File: src/rtl/rtp_tx_pkg.sv
package rtp_tx_pkg;

    localparam int HDR_BYTES = 54;

    typedef enum logic [2:0] {
        PH_IDLE,
        PH_PRE,
        PH_HDR,
        PH_PAY,
        PH_FCS,
        PH_GAP
    } phase_t;

    // One byte of the reflected CRC-32, least significant bit first.
    function automatic logic [31:0] crc32_step(input logic [31:0] crc, input logic [7:0] b);
        logic [31:0] c;
        c = crc ^ {24'd0, b};
        for (int i = 0; i < 8; i++) begin
            c = c[0] ? ((c >> 1) ^ 32'hEDB88320) : (c >> 1);
        end
        return c;
    endfunction

endpackage

File: src/rtl/rtp_ipv4_csum.sv
module rtp_ipv4_csum #(
    parameter logic [7:0] TTL    = 8'd32,
    parameter int         IP_LEN = 1008
) (
    input  logic [31:0] src_ip,
    input  logic [31:0] dst_ip,
    output logic [15:0] csum
);
    logic [31:0] sum;
    logic [31:0] fold1;
    logic [31:0] fold2;

    always_comb begin
        sum = 32'h4500 + 32'(IP_LEN & 16'hFFFF) + 32'h4000 + {16'd0, TTL, 8'd17}
            + {16'd0, src_ip[31:16]} + {16'd0, src_ip[15:0]}
            + {16'd0, dst_ip[31:16]} + {16'd0, dst_ip[15:0]};
        fold1 = {16'd0, sum[15:0]} + {16'd0, sum[31:16]};
        fold2 = {16'd0, fold1[15:0]} + {16'd0, fold1[31:16]};
        csum  = ~fold2[15:0];
    end
endmodule

File: src/rtl/rtp_crc32.sv
module rtp_crc32 (
    input  logic        clk,
    input  logic        rst_n,
    input  logic        clear,
    input  logic        en,
    input  logic [7:0]  din,
    output logic [31:0] crc
);
    import rtp_tx_pkg::*;

    logic [31:0] crc_d, crc_q;

    always_comb begin
        crc_d = crc_q;
        if (clear)   crc_d = 32'hFFFFFFFF;
        else if (en) crc_d = crc32_step(crc_q, din);
    end

    always_ff @(posedge clk) begin
        if (!rst_n) crc_q <= 32'hFFFFFFFF;
        else        crc_q <= crc_d;
    end

    assign crc = crc_q;
endmodule

File: src/rtl/rtp_hdr_mux.sv
module rtp_hdr_mux #(
    parameter int         CH_W      = 2,
    parameter int         PAY_BYTES = 968,
    parameter logic [6:0] PT        = 7'd96,
    parameter logic [7:0] TTL       = 8'd32
) (
    input  logic [47:0]     src_mac,
    input  logic [31:0]     src_ip,
    input  logic [31:0]     dst_ip,
    input  logic [15:0]     src_port,
    input  logic [15:0]     dst_port,
    input  logic [31:0]     ssrc_base,
    input  logic [CH_W-1:0] chan,
    input  logic [15:0]     seq,
    input  logic [31:0]     ts,
    input  logic [15:0]     csum,
    input  logic [5:0]      idx,
    output logic [7:0]      hbyte
);
    import rtp_tx_pkg::*;

    localparam logic [15:0] IP_LEN  = 16'(40 + PAY_BYTES);
    localparam logic [15:0] UDP_LEN = 16'(20 + PAY_BYTES);

    logic [HDR_BYTES*8-1:0] hdr;

    always_comb begin
        hdr = {8'h01, 8'h00, 8'h5E, 1'b0, dst_ip[22:0], src_mac, 16'h0800,
               8'h45, 8'h00, IP_LEN, 16'h0000, 16'h4000, TTL, 8'd17, csum, src_ip, dst_ip,
               src_port, dst_port, UDP_LEN, 16'h0000,
               8'h80, 1'b0, PT, seq, ts, ssrc_base + 32'(chan)};
        hbyte = 8'h00;
        if (int'(idx) < HDR_BYTES) hbyte = hdr[(HDR_BYTES-1-int'(idx))*8 +: 8];
    end
endmodule

File: src/rtl/rtp_frame_tx.sv
module rtp_frame_tx #(
    parameter int         NCH              = 4,
    parameter int         SAMPLES          = 242,
    parameter int         BYTES_PER_SAMPLE = 4,
    parameter int         IFG              = 12,
    parameter logic [6:0] PT               = 7'd96,
    parameter logic [7:0] TTL              = 8'd32,
    localparam int        CH_W             = (NCH > 1) ? $clog2(NCH) : 1,
    localparam int        PAY_BYTES        = SAMPLES * BYTES_PER_SAMPLE,
    localparam int        ADDR_W           = $clog2(PAY_BYTES)
) (
    input  logic              clk,
    input  logic              rst_n,
    input  logic              start,
    input  logic [CH_W-1:0]   chan_id,
    input  logic [47:0]       src_mac,
    input  logic [31:0]       src_ip,
    input  logic [31:0]       dst_ip,
    input  logic [15:0]       src_port,
    input  logic [15:0]       dst_port,
    input  logic [31:0]       ssrc_base,
    output logic              rd_en,
    output logic [CH_W-1:0]   rd_chan,
    output logic [ADDR_W-1:0] rd_addr,
    input  logic [7:0]        rd_data,
    output logic [7:0]        gmii_txd,
    output logic              gmii_tx_en
);
    import rtp_tx_pkg::*;

    localparam int CNT_W     = $clog2(PAY_BYTES + 64);
    localparam int FRAME_LEN = 8 + HDR_BYTES + PAY_BYTES + 4;
    localparam logic [CNT_W-1:0] C_PRE_LAST = CNT_W'(7);
    localparam logic [CNT_W-1:0] C_HDR_LAST = CNT_W'(HDR_BYTES - 1);
    localparam logic [CNT_W-1:0] C_PAY_LAST = CNT_W'(PAY_BYTES - 1);
    localparam logic [CNT_W-1:0] C_FCS_LAST = CNT_W'(3);
    localparam logic [CNT_W-1:0] C_GAP_LAST = CNT_W'(IFG - 1);

    typedef struct packed {
        phase_t                 phase;
        logic [CNT_W-1:0]       cnt;
        logic [CH_W-1:0]        chan;
        logic [15:0]            seq_cur;
        logic [31:0]            ts_cur;
        logic [15:0]            csum;
        logic [NCH-1:0][15:0]   seq_tab;
        logic [NCH-1:0][31:0]   ts_tab;
        logic [7:0]             txd;
        logic                   txen;
    } state_t;

    state_t      s_d, s_q;
    logic [15:0] csum_w;
    logic [7:0]  hbyte;
    logic [31:0] crc_w;
    logic [31:0] fcs_w;
    logic        crc_clr, crc_en;
    logic [7:0]  crc_din;

    rtp_ipv4_csum #(.TTL(TTL), .IP_LEN(40 + PAY_BYTES)) u_csum (
        .src_ip(src_ip), .dst_ip(dst_ip), .csum(csum_w)
    );

    rtp_hdr_mux #(.CH_W(CH_W), .PAY_BYTES(PAY_BYTES), .PT(PT), .TTL(TTL)) u_hdr (
        .src_mac(src_mac), .src_ip(src_ip), .dst_ip(dst_ip),
        .src_port(src_port), .dst_port(dst_port), .ssrc_base(ssrc_base),
        .chan(s_q.chan), .seq(s_q.seq_cur), .ts(s_q.ts_cur), .csum(s_q.csum),
        .idx(s_q.cnt[5:0]), .hbyte(hbyte)
    );

    rtp_crc32 u_crc (
        .clk(clk), .rst_n(rst_n), .clear(crc_clr), .en(crc_en), .din(crc_din), .crc(crc_w)
    );

    assign fcs_w = ~crc_w;

    always_comb begin
        s_d     = s_q;
        s_d.txd  = 8'h00;
        s_d.txen = 1'b0;
        crc_clr = 1'b0;
        crc_en  = 1'b0;
        crc_din = 8'h00;
        unique case (s_q.phase)
            PH_IDLE: begin
                if (start) begin
                    s_d.phase   = PH_PRE;
                    s_d.cnt     = '0;
                    s_d.chan    = chan_id;
                    s_d.seq_cur = s_q.seq_tab[chan_id];
                    s_d.ts_cur  = s_q.ts_tab[chan_id];
                    s_d.csum    = csum_w;
                    s_d.seq_tab[chan_id] = s_q.seq_tab[chan_id] + 16'd1;
                    s_d.ts_tab[chan_id]  = s_q.ts_tab[chan_id] + 32'(SAMPLES);
                    crc_clr     = 1'b1;
                end
            end
            PH_PRE: begin
                s_d.txen = 1'b1;
                s_d.txd  = (s_q.cnt == C_PRE_LAST) ? 8'hD5 : 8'h55;
                if (s_q.cnt == C_PRE_LAST) begin
                    s_d.phase = PH_HDR;
                    s_d.cnt   = '0;
                end else s_d.cnt = s_q.cnt + 1'b1;
            end
            PH_HDR: begin
                s_d.txen = 1'b1;
                s_d.txd  = hbyte;
                crc_en   = 1'b1;
                crc_din  = hbyte;
                if (s_q.cnt == C_HDR_LAST) begin
                    s_d.phase = PH_PAY;
                    s_d.cnt   = '0;
                end else s_d.cnt = s_q.cnt + 1'b1;
            end
            PH_PAY: begin
                s_d.txen = 1'b1;
                s_d.txd  = rd_data;
                crc_en   = 1'b1;
                crc_din  = rd_data;
                if (s_q.cnt == C_PAY_LAST) begin
                    s_d.phase = PH_FCS;
                    s_d.cnt   = '0;
                end else s_d.cnt = s_q.cnt + 1'b1;
            end
            PH_FCS: begin
                s_d.txen = 1'b1;
                s_d.txd  = fcs_w[8*s_q.cnt[1:0] +: 8];
                if (s_q.cnt == C_FCS_LAST) begin
                    s_d.phase = PH_GAP;
                    s_d.cnt   = '0;
                end else s_d.cnt = s_q.cnt + 1'b1;
            end
            PH_GAP: begin
                if (s_q.cnt == C_GAP_LAST) begin
                    s_d.phase = PH_IDLE;
                    s_d.cnt   = '0;
                end else s_d.cnt = s_q.cnt + 1'b1;
            end
            default: s_d.phase = PH_IDLE;
        endcase
    end

    always_ff @(posedge clk) begin
        if (!rst_n) s_q <= '{phase: PH_IDLE, default: '0};
        else        s_q <= s_d;
    end

    // Payload read is issued one cycle ahead of the byte it feeds.
    assign rd_en   = ((s_q.phase == PH_HDR) && (s_q.cnt == C_HDR_LAST)) ||
                     ((s_q.phase == PH_PAY) && (s_q.cnt != C_PAY_LAST));
    assign rd_addr = (s_q.phase == PH_PAY) ? ADDR_W'(s_q.cnt + 1'b1) : '0;
    assign rd_chan = s_q.chan;
    assign gmii_txd   = s_q.txd;
    assign gmii_tx_en = s_q.txen;

    // Observation counters for the line-level properties.
    logic [15:0] len_q;
    logic [7:0]  idle_q;
    always_ff @(posedge clk) begin
        if (!rst_n) begin
            len_q  <= '0;
            idle_q <= 8'hFF;
        end else begin
            len_q  <= gmii_tx_en ? len_q + 16'd1 : 16'd0;
            idle_q <= gmii_tx_en ? 8'd0 : ((idle_q == 8'hFF) ? idle_q : idle_q + 8'd1);
        end
    end

    a_r1_preamble_first: assert property (@(posedge clk) disable iff (!rst_n)
        $rose(gmii_tx_en) |-> gmii_txd == 8'h55);
    a_r2_frame_len: assert property (@(posedge clk) disable iff (!rst_n)
        $fell(gmii_tx_en) |-> len_q == 16'(FRAME_LEN));
    a_r10_min_gap: assert property (@(posedge clk) disable iff (!rst_n)
        $rose(gmii_tx_en) |-> idle_q >= 8'(IFG));
    a_r11_idle_zero: assert property (@(posedge clk) disable iff (!rst_n)
        !gmii_tx_en |-> gmii_txd == 8'h00);
    a_r8_read_in_frame: assert property (@(posedge clk) disable iff (!rst_n)
        rd_en |-> (gmii_tx_en && int'(rd_addr) < PAY_BYTES));
endmodule

File: config.mk
export PLATFORM = sky130hd
export DESIGN_NAME = rtp_frame_tx
export DESIGN_NICKNAME = d
export VERILOG_FILES = /design/src/rtl/rtp_tx_pkg.sv /design/src/rtl/rtp_ipv4_csum.sv /design/src/rtl/rtp_crc32.sv /design/src/rtl/rtp_hdr_mux.sv /design/src/rtl/rtp_frame_tx.sv
export SDC_FILE = /design/constraint.sdc
export NUM_CORES = 1
export LEC_CHECK = 0
export ABC_AREA = 1
export BUFFER_PORTS_ARGS = -buffer_cell sky130_fd_sc_hd__buf_2
export CORE_MARGIN = 2
export CORE_UTILIZATION = 45
export CTS_CLUSTER_SIZE = 8
export DETAILED_ROUTE_END_ITERATION = 6
export SYNTH_ARGS = -nofsm -noshare
export SYNTH_HDL_FRONTEND = slang
export SYNTH_SLANG_ARGS = --single-unit
export TNS_END_PERCENT = 5
File: constraint.sdc
create_clock -name clk -period 16.2 [get_ports clk]
set_clock_uncertainty 0.15 [all_clocks]
set_input_delay 1.62 -clock clk [delete_from_list [all_inputs] [get_ports clk]]
set_output_delay 1.62 -clock clk [all_outputs]
set_load 0.02 [all_outputs]
Word level (Yosys, flattened, before mapping). Index checks and enable logic that the tools add are counted.

Word-level logic and storage cells: 112. Latch bits: 0. Bits in registers: 313. Memory bits (writable): 0. Input bits: 189. Memories: 0. Bits in read-only memories: 0. Output and inout bits: 22.

Order comparisons: 3. Multiply operators: 0. Bitwise operators: 12. Div/mod/pow operators: 0. $add $sub $neg: 11. Equal/unequal tests: 17. Reductions and logical operators: 11. Shifts and indexed selects: 2. Mux-type cells: 39.

Operator list (count): variable part select 432 x 32 -> 8 bit (1); two-way mux 32 bit (10); two-way mux 272 bit (1); bitwise mux 128 bit (1); inverter 13 -> 14 bit (8); adder 32 x 16 -> 32 bit (3); one-hot mux 11 bit (6 select lines) (1); binary-select mux 32 bit (select 2 bit) (1); bitwise mux 64 bit (1); demux 32 bit (select 2 bit) (1); two-way mux 11 bit (5); one-hot mux 9 bit (4 select lines) (1); adder 32 x 2 -> 32 bit (1); adder 32 x 8 -> 32 bit (second input constant) (1); binary-select mux 16 bit (select 2 bit) (1); demux 16 bit (select 2 bit) (1); two-way mux 16 bit (2); inverter 32 bit (1); variable part select 32 x 6 -> 8 bit (1); bitwise XOR 32 x 8 -> 32 bit (1); one-hot mux 3 bit (6 select lines) (1); adder 16 x 16 -> 17 bit (1); adder 16 x 16 -> 17 bit (first input constant) (1); adder 16 x 1 -> 16 bit (second input constant) (1); 30 further kinds (48).

Logic depth before layout (Yosys ltp). Gate-level depths: netlist of the first run.

Depth after elaboration: 21. Mapped depth: 54. Depth with buffers taken out: 54.

By module. From an unflattened synthesis of the first run, not the netlist that was laid out.

Cell total of the unflattened synthesis: 3984. Area, all modules: 23527.6 um^2.

Modules (own cells, without submodules): rtp_frame_tx (times used 1, area each 14346.3 um^2, cells an instance 2273, sequential area each 5625.4 um^2); rtp_hdr_mux (times used 1, area each 3841.2 um^2, cells an instance 858, sequential area each 0.0 um^2); rtp_ipv4_csum (times used 1, area each 3096.7 um^2, cells an instance 527, sequential area each 0.0 um^2); rtp_crc32 (times used 1, area each 2243.4 um^2, cells an instance 326, sequential area each 640.6 um^2).

Least setup slack after synthesis of the first run. Ideal clock, no wire load.

Path kind: input to register. From: in src_ip[17]. To: reg s_q[214] in the netlist's numbering. Stages: 52. Library setup time: 0.115 ns. Required time: 15.935 ns. Buffers on the path: 0. Slack: 7.867 ns. Arrival: 8.067 ns. Path through: nand3_1 > nor2_1 > nand4_1 > or2_2 > nand2_1 > nand2_1 > nor2_1 > xor2_1 > fa_1 > inv_1 > fa_1 > inv_1 > ha_1 > nand2_1 > nor3_1 > nand3_1 > nand3_1 > nand3_1 > [16 not listed] > nor3_1 > nand3_1 > nor3_1 > ha_1 > nand3_1 > nor2_1 > nand3_1 > nor2_1 > inv_1 > or2_2 > nor2_1 > nand2_1 > nor2_1 > nand3_1 > nor2_1 > nor2_1 > o21ai_0 > inv_1.

Longest elaborated chain between the ends: 7.

RTL lines: from (decl) (RTL line rtp_frame_tx.sv:17) `input logic [31:0] src_ip,`; adder 16 x 16 -> 17 bit (RTL line rtp_ipv4_csum.sv:15) `+ {16'd0, src_ip[31:16]} + {16'd0, src_ip[15:0]}`; adder 32 x 16 -> 32 bit (RTL line rtp_ipv4_csum.sv:15); adder 32 x 16 -> 32 bit (2 in a row) (RTL line rtp_ipv4_csum.sv:16) `+ {16'd0, dst_ip[31:16]} + {16'd0, dst_ip[15:0]};`; adder 16 x 16 -> 17 bit (RTL line rtp_ipv4_csum.sv:17) `fold1 = {16'd0, sum[15:0]} + {16'd0, sum[31:16]};`; adder 16 bit (RTL line rtp_ipv4_csum.sv:18) `fold2 = {16'd0, fold1[15:0]} + {16'd0, fold1[31:16]};`; inverter 16 bit (RTL line rtp_ipv4_csum.sv:19) `csum = ~fold2[15:0];`; to (signal assigned) (RTL line rtp_frame_tx.sv:145) `if (!rst_n) s_q <= '{phase: PH_IDLE, default: '0};`; to (signal assigned) (RTL line rtp_frame_tx.sv:146) `else s_q <= s_d;`; to (decl) (RTL line rtp_frame_tx.sv:52) `state_t s_d, s_q;`.

No other way between the ends. A chain may end at the register's enable or synchronous reset.

Worst setup path after layout of the first run.
From: in src_ip[16]. To: reg s_q[214] in the netlist's numbering.

The elaborated chain is that of the path after synthesis.

==> results.cfg, run 1 <==
[cells_and_area]
layout.nets = 3810
fin_util_pct = 50.3
area_growth_pct = 11.1
drive_gt1_share_pct = 12.0
seq_area_mm2 = 0.00627
n_fill_cell = 5059
finalInstanceArea_mm2 = 0.0245
multiInputGateArea_mm2 = 0.0128

[drt]
viasPerCell = 5.55
top_layer = met5
dr.pass1.iters = 7
drt_iter0_drc = 2191
dr_wl_met2_um = 36600
wirelength_met1_um = 35500
wire_per_inst_um = 19.2
drc_errors = 1
drtAntennaViolNets = 0
vias = 23487
met3WireLength_um = 6320
drt-total-wl_um = 81300

[cts]
ctsResizeCount = 0
cts_buffer_depth = 3
cts_sinks = 313
clock-root-buffer = clkbuf_16
clk_pin_slew_ns = 0.05
cts_hold_buf = 0
numCtsBuffers = 45
postCtsSetupRepairBufs = 0
h-tree-depth = 2
clk_latency_ns = 0.57
cts_tree = built

[power]
p_comb_share_pct = 42.9
p_per_area_mw_per_mm2 = 128
internal-power_w = 0.00178
net-switching-power_w = 0.00136
irDropWorstVdd_mv = 0.0823
power_leakage_nw = 11.8
p_clk_share_pct = 27.1
power_w = 0.00314
switching_share_pct = 43.2
pwr-share-seq_pct = 29.9

[sta]
slew_headroom_pct = 25.7
layout_min_cycle_time_ns = 8.88
hold_violations = 0
final_max_slew_viol_count = 0
tns_ns = 0
fmax_mhz = 113
worst_slew_pin_slew_ns = 1.11
worst_slack_ns = 7.32
rsz0062_at_grt = false
final-setup-viol-count = 0
fin_crit_sh_pct = 54.8

[logic_synthesis]
synthArstFlopShare_pct = 0
synth.cell_area_mm2 = 0.0221
synthCells = 3444
ys_warn_count = 0
synth.ff_latch_count = 313
ys.flop_type = dfxtp_1
synth_seq_area_share_pct = 28.4
synth_area_per_cell_um2 = 6.42
syn_nets = 3701
synth_cell_types = 63
synth_edf_count = 0

[die]
dieArea_mm2 = 0.0509
core_mm2 = 0.0487
rows = 81
chipHeight_um = 226
start_util_pct = 45.3
ios = 211
dieWidth_um = 226

[run_status]
violations = design-rule violations
status = complete, but fails checks

[placement]
portBuffers = 210
dp_slack_ns = 6.91
dp_hpwl_um = 57900
gp_congestion = 0.972
dpl-instance-area_mm2 = 0.0233

[grt]
grt_pass1_wl_um = 124000
grt.overflow.total = 0
grtUsageTotal_pct = 31.5
grt_pass1_vias = 21672
antenna_found_initial = 8
grt_start_max_net_pins = 87

[worst_hold_path]
hold_path_class = flop to flop
whs_path_depth = 2

[worst_setup_path]
crit_slowest_cell = fa_1
cp.arrival_ns = 9.19
cpPeakStageDelay_ns = 0.50
r2r_cells = 23
worstPathRequired_ns = 16.51
endpoint_kind = flop
cp_max_fo = 5
path_class = input port to flop
startpoint_type = input port

[job]
drv_cap = 0
==> layout make-up <==
type                       count  area share (%)
antenna                        7          0.0714
sequential                   313            25.6
multi-input combinational   2381            52.0
clock inverter                 2           0.148
timing repair buffer         241            5.23
inverter                     571            8.79
tap                          664            3.38
clock buffer                  53            4.84
==> cell usage after synthesis, types with 6 or more instances <==
master,count,share of area [%]
nand2_4,6,0.31
inv_1,537,9.1
a221oi_1,25,0.99
dfxtp_1,313,28
ha_1,34,1.9
nand3b_1,10,0.34
o21ai_0,260,5.9
fa_1,34,3.1
o211ai_1,47,1.6
xor2_1,57,2.3
buf_1,17,0.29
nor3_1,32,0.72
or2_2,16,0.45
or2_1,8,0.23
a21oi_1,216,4.9
a31oi_1,24,0.68
o31ai_1,6,0.20
o21bai_1,6,0.20
clkinv_1,7,0.12
buf_6,18,0.92
nand3_1,295,6.7
inv_2,23,0.39
nand2_2,32,0.91
o21a_1,14,0.48
xnor2_1,21,0.83
nor2_2,14,0.40
buf_4,21,0.71
nand3_2,8,0.36
a22oi_1,15,0.51
buf_2,37,0.84
a221oi_2,6,0.41
o22ai_1,49,1.4
o21ai_1,31,0.70
nand4_1,66,1.9
nand2_1,652,11
nor2_1,343,5.8
clkbuf_1,85,1.4
==> through the flow <==
step | hold slack [ns] | instances
floorplan | 0.257 | 3444
global placement | 0.265 | 4170
detailed placement | 0.270 | 4170
CTS | 0.278 | 4225
global route | 0.305 | 4229
finish | 0.281 | 4232
==> per-layer routing <==
metal / GRT usage (%) / vias up
li1: - / 11407
met1: 41.7 / 10968
met2: 51.5 / 952
met3: 5.36 / 158
met4: 11.3 / 2
met5: 0 / -
==> power by group through the flow <==
stage	Sequential [W]	Combinational, W	Clock, W
after floorplan	0.000935	0.000950	0
after global placement	0.000948	0.00131	0
after detailed placement	0.000952	0.00132	0
after CTS	0.000937	0.00133	0.000867
after global routing	0.000948	0.00150	0.000901
final	0.000939	0.00135	0.000851
==> path summary, 6_finish.rpt <==
| kind | from | slack, ns | end |
|---|---|---|---|
| min | flop | 0.28 | flop |
| min reg2reg | flop | 0.28 | flop |
| max | src_ip[16] | 7.32 | s_q[214] |
| max reg2reg | s_q[268] | 10.49 | u_crc.crc[23] |
==> cell usage in the layout, fill, tap and decap left out, types with 8 or more instances in the layout <==
master / count
nand2_1: 652
inv_1: 534
nor2_1: 338
dfxtp_1: 311
nand3_1: 295
o21ai_0: 260
a21oi_1: 216
buf_2: 210
nand4_1: 66
xor2_1: 57
o22ai_1: 49
o211ai_1: 47
clkbuf_16: 46
fa_1: 34
ha_1: 34
nand2_2: 32
nor3_1: 32
o21ai_1: 31
buf_4: 31
a221oi_1: 25
inv_2: 24
a31oi_1: 24
xnor2_1: 21
nor2_2: 17
or2_2: 16
a22oi_1: 15
o21a_1: 14
nand3b_1: 10
nand3_2: 8
clkinv_1: 8
or2_1: 8
==> logic make-up after synthesis <==
group | synth area share, %
buffers and inverters | 14.0
adders and majority gates | 5.00
DFF | 28.4
and+or+nand+nor | 30.5
AOI/OAI and AO/OA | 18.6
xor gates and xnor gates | 3.53
==> critical path: cells and delay by family <==
| family | cells | cell delay (ns) |
|---|---|---|
| simple gates | 33 | 4.25 |
| buf+inv | 9 | 0.72 |
| compound gates | 3 | 0.49 |
| fa+ha+maj | 6 | 1.93 |
| xor+xnor | 2 | 0.22 |
Note: power is estimated with default switching activity, not from simulation.
==> run 2, diff against run 1 <==
==> constraint.sdc (replaced) <==
create_clock -name clk -period 8.6 [get_ports clk]
set_clock_uncertainty 0.15 [all_clocks]
set_input_delay 0.86 -clock clk [delete_from_list [all_inputs] [get_ports clk]]
set_output_delay 0.86 -clock clk [all_outputs]
set_load 0.02 [all_outputs]
==> run 2 against run 1 <==
  * The flow now finishes without violations
  * Register-to-register slack got worse by 7.1 ns
  * Combinational power rose by 87%
  * Via count shrank 0.26%
  * Cell area barely moved
  * Highest routed layer unchanged
==> results.cfg, run 2 (synthesis gave the netlist of run 1 again) <==
[sta]
final_max_slew_viol_count = 0
worst_slew_pin_slew_ns = 1.02
rsz0062_at_grt = false
slew_headroom_pct = 31.7
fmax_mhz = 128
fin_crit_sh_pct = 90.6
layout_min_cycle_time_ns = 7.79
tns_ns = 0
hold_violations = 0
final-setup-viol-count = 0

[worst_hold_path]
hold_path_class = flop to flop

[cts]
cts_buffer_depth = 3
clock-root-buffer = clkbuf_16
clk_latency_ns = 0.58
h-tree-depth = 2
cts_sinks = 313
numCtsBuffers = 45
clk_pin_slew_ns = 0.05
cts_tree = built

[worst_setup_path]
cp.arrival_ns = 8.10
r2r-end = u_crc.crc[20]
worstPathRequired_ns = 8.91
r2r-start = s_q[268]
ff2ff_setup_slack_ns = 3.41
crit_end = s_q[214]
r2r_cells = 23
startpoint_type = input port
cpPeakStageDelay_ns = 0.49
path_class = input port to flop
crit_start = src_ip[16]
crit_slowest_cell = fa_1
cp_max_fo = 4
endpoint_kind = flop

[die]
dieWidth_um = 226
start_util_pct = 45.3
rows = 81
ios = 211
core_mm2 = 0.0487
chipHeight_um = 226
dieArea_mm2 = 0.0509

[drt]
wire_per_inst_um = 19.0
vias = 23427
viasPerCell = 5.54
drc_errors = 0
drt_iter0_drc = 2141
dr.pass1.iters = 6
drt-total-wl_um = 80600
drtAntennaViolNets = 0

[grt]
antenna_found_initial = 7
grt.overflow.total = 0
grt_start_max_net_pins = 83
grt_pass1_vias = 21720
grt_pass1_wl_um = 124000
grtUsageTotal_pct = 31.3

[power]
power_leakage_nw = 11.9
p_per_area_mw_per_mm2 = 240
irDropWorstVdd_mv = 0.144
power_w = 0.00589

[cells_and_area]
final_common_cell = nand2_1
n_fill_cell = 5047
drive_gt1_share_pct = 12.3
layout.nets = 3812
area_growth_pct = 11.1
layout_common_cells = nand2_1 (652), inv_1 (535), nor2_1 (336)

[placement]
gp_congestion = 0.963
dp_hpwl_um = 57300
portBuffers = 210

[run_status]
status = finished, final reports clean

[job]
drv_cap = 0
==> run 2: changes by cell type in the layout (fill, tap and decap cells not counted), sizes merged <==
cell    before  now
clkbuf      53   48
diode        7    6
buf        241  243
inv        563  564
==> run 2: area by class of cell <==
cell class / count / area, um^2 / area share [%]
multi-input cells: 2381 / 12800 / 52.0
well taps: 664 / 831 / 3.38
inverters: 571 / 2160 / 8.78
repair buffers: 243 / 1300 / 5.29
diodes: 6 / 15.0 / 0.0611
clock inverters: 3 / 45.0 / 0.183
flip-flops and latches: 313 / 6270 / 25.5
clock buffers: 48 / 1160 / 4.72
==> run 2: per-layer routing <==
layer / vias to the layer above / wire length (um) / track usage [%]
li1: 11382 / - / -
met1: 10984 / 35200 / 41.4
met2: 923 / 37300 / 52.4
met3: 136 / 5700 / 3.93
met4: 2 / 2380 / 11.1
met5: - / 11 / 0
==> run 2: worst min-delay path by stage <==
stage,start,end,cells after the start
after floorplan,flop,flop,2
after global placement,flop,flop,2
after detailed placement,flop,flop,2
after CTS,flop,flop,2
after global routing,flop,flop,2
final,flop,flop,2
==> run 2: repair_timing <==
action                                  CTS  global route
endpoints found under the setup margin    0             4
setup buffers                             0             2
gates resized for setup                   0             6
hold buffers                              0             0
==> run 2: through the flow <==
step | cell area [um^2] | setup WS, ns | cells | util, % | hold WS, ns
5_1_grt | 24500 | 0.00739 | 4227 | 50.4 | 0.313
3_5_place_dp | 23300 | 0.181 | 4170 | 47.8 | 0.272
2_1_floorplan | 22100 | 1.03 | 3444 | - | 0.257
4_1_cts | 24500 | 0.762 | 4221 | 50.3 | 0.279
6_report | 24600 | 0.806 | 4229 | 50.4 | 0.276
3_3_place_gp | 23300 | 0.266 | 4170 | 47.8 | 0.265
==> run 2: critical path, delay by kind of cell <==
family | cells | cell delay (ns)
XOR/XNOR | 2 | 0.23
buffers and inverters | 9 | 0.61
AND/OR/NAND/NOR | 32 | 3.89
adder cells (fa/ha/maj) | 6 | 1.90
AO/OA/AOI/OAI | 4 | 0.59
==> run 2: power breakdown <==
part           internal [W]  total [W]  leakage, nW  switching, W
Combinational      0.000751    0.00253         8.72       0.00178
Sequential          0.00165    0.00178         2.55      0.000128
Clock              0.000943    0.00158        0.590      0.000639
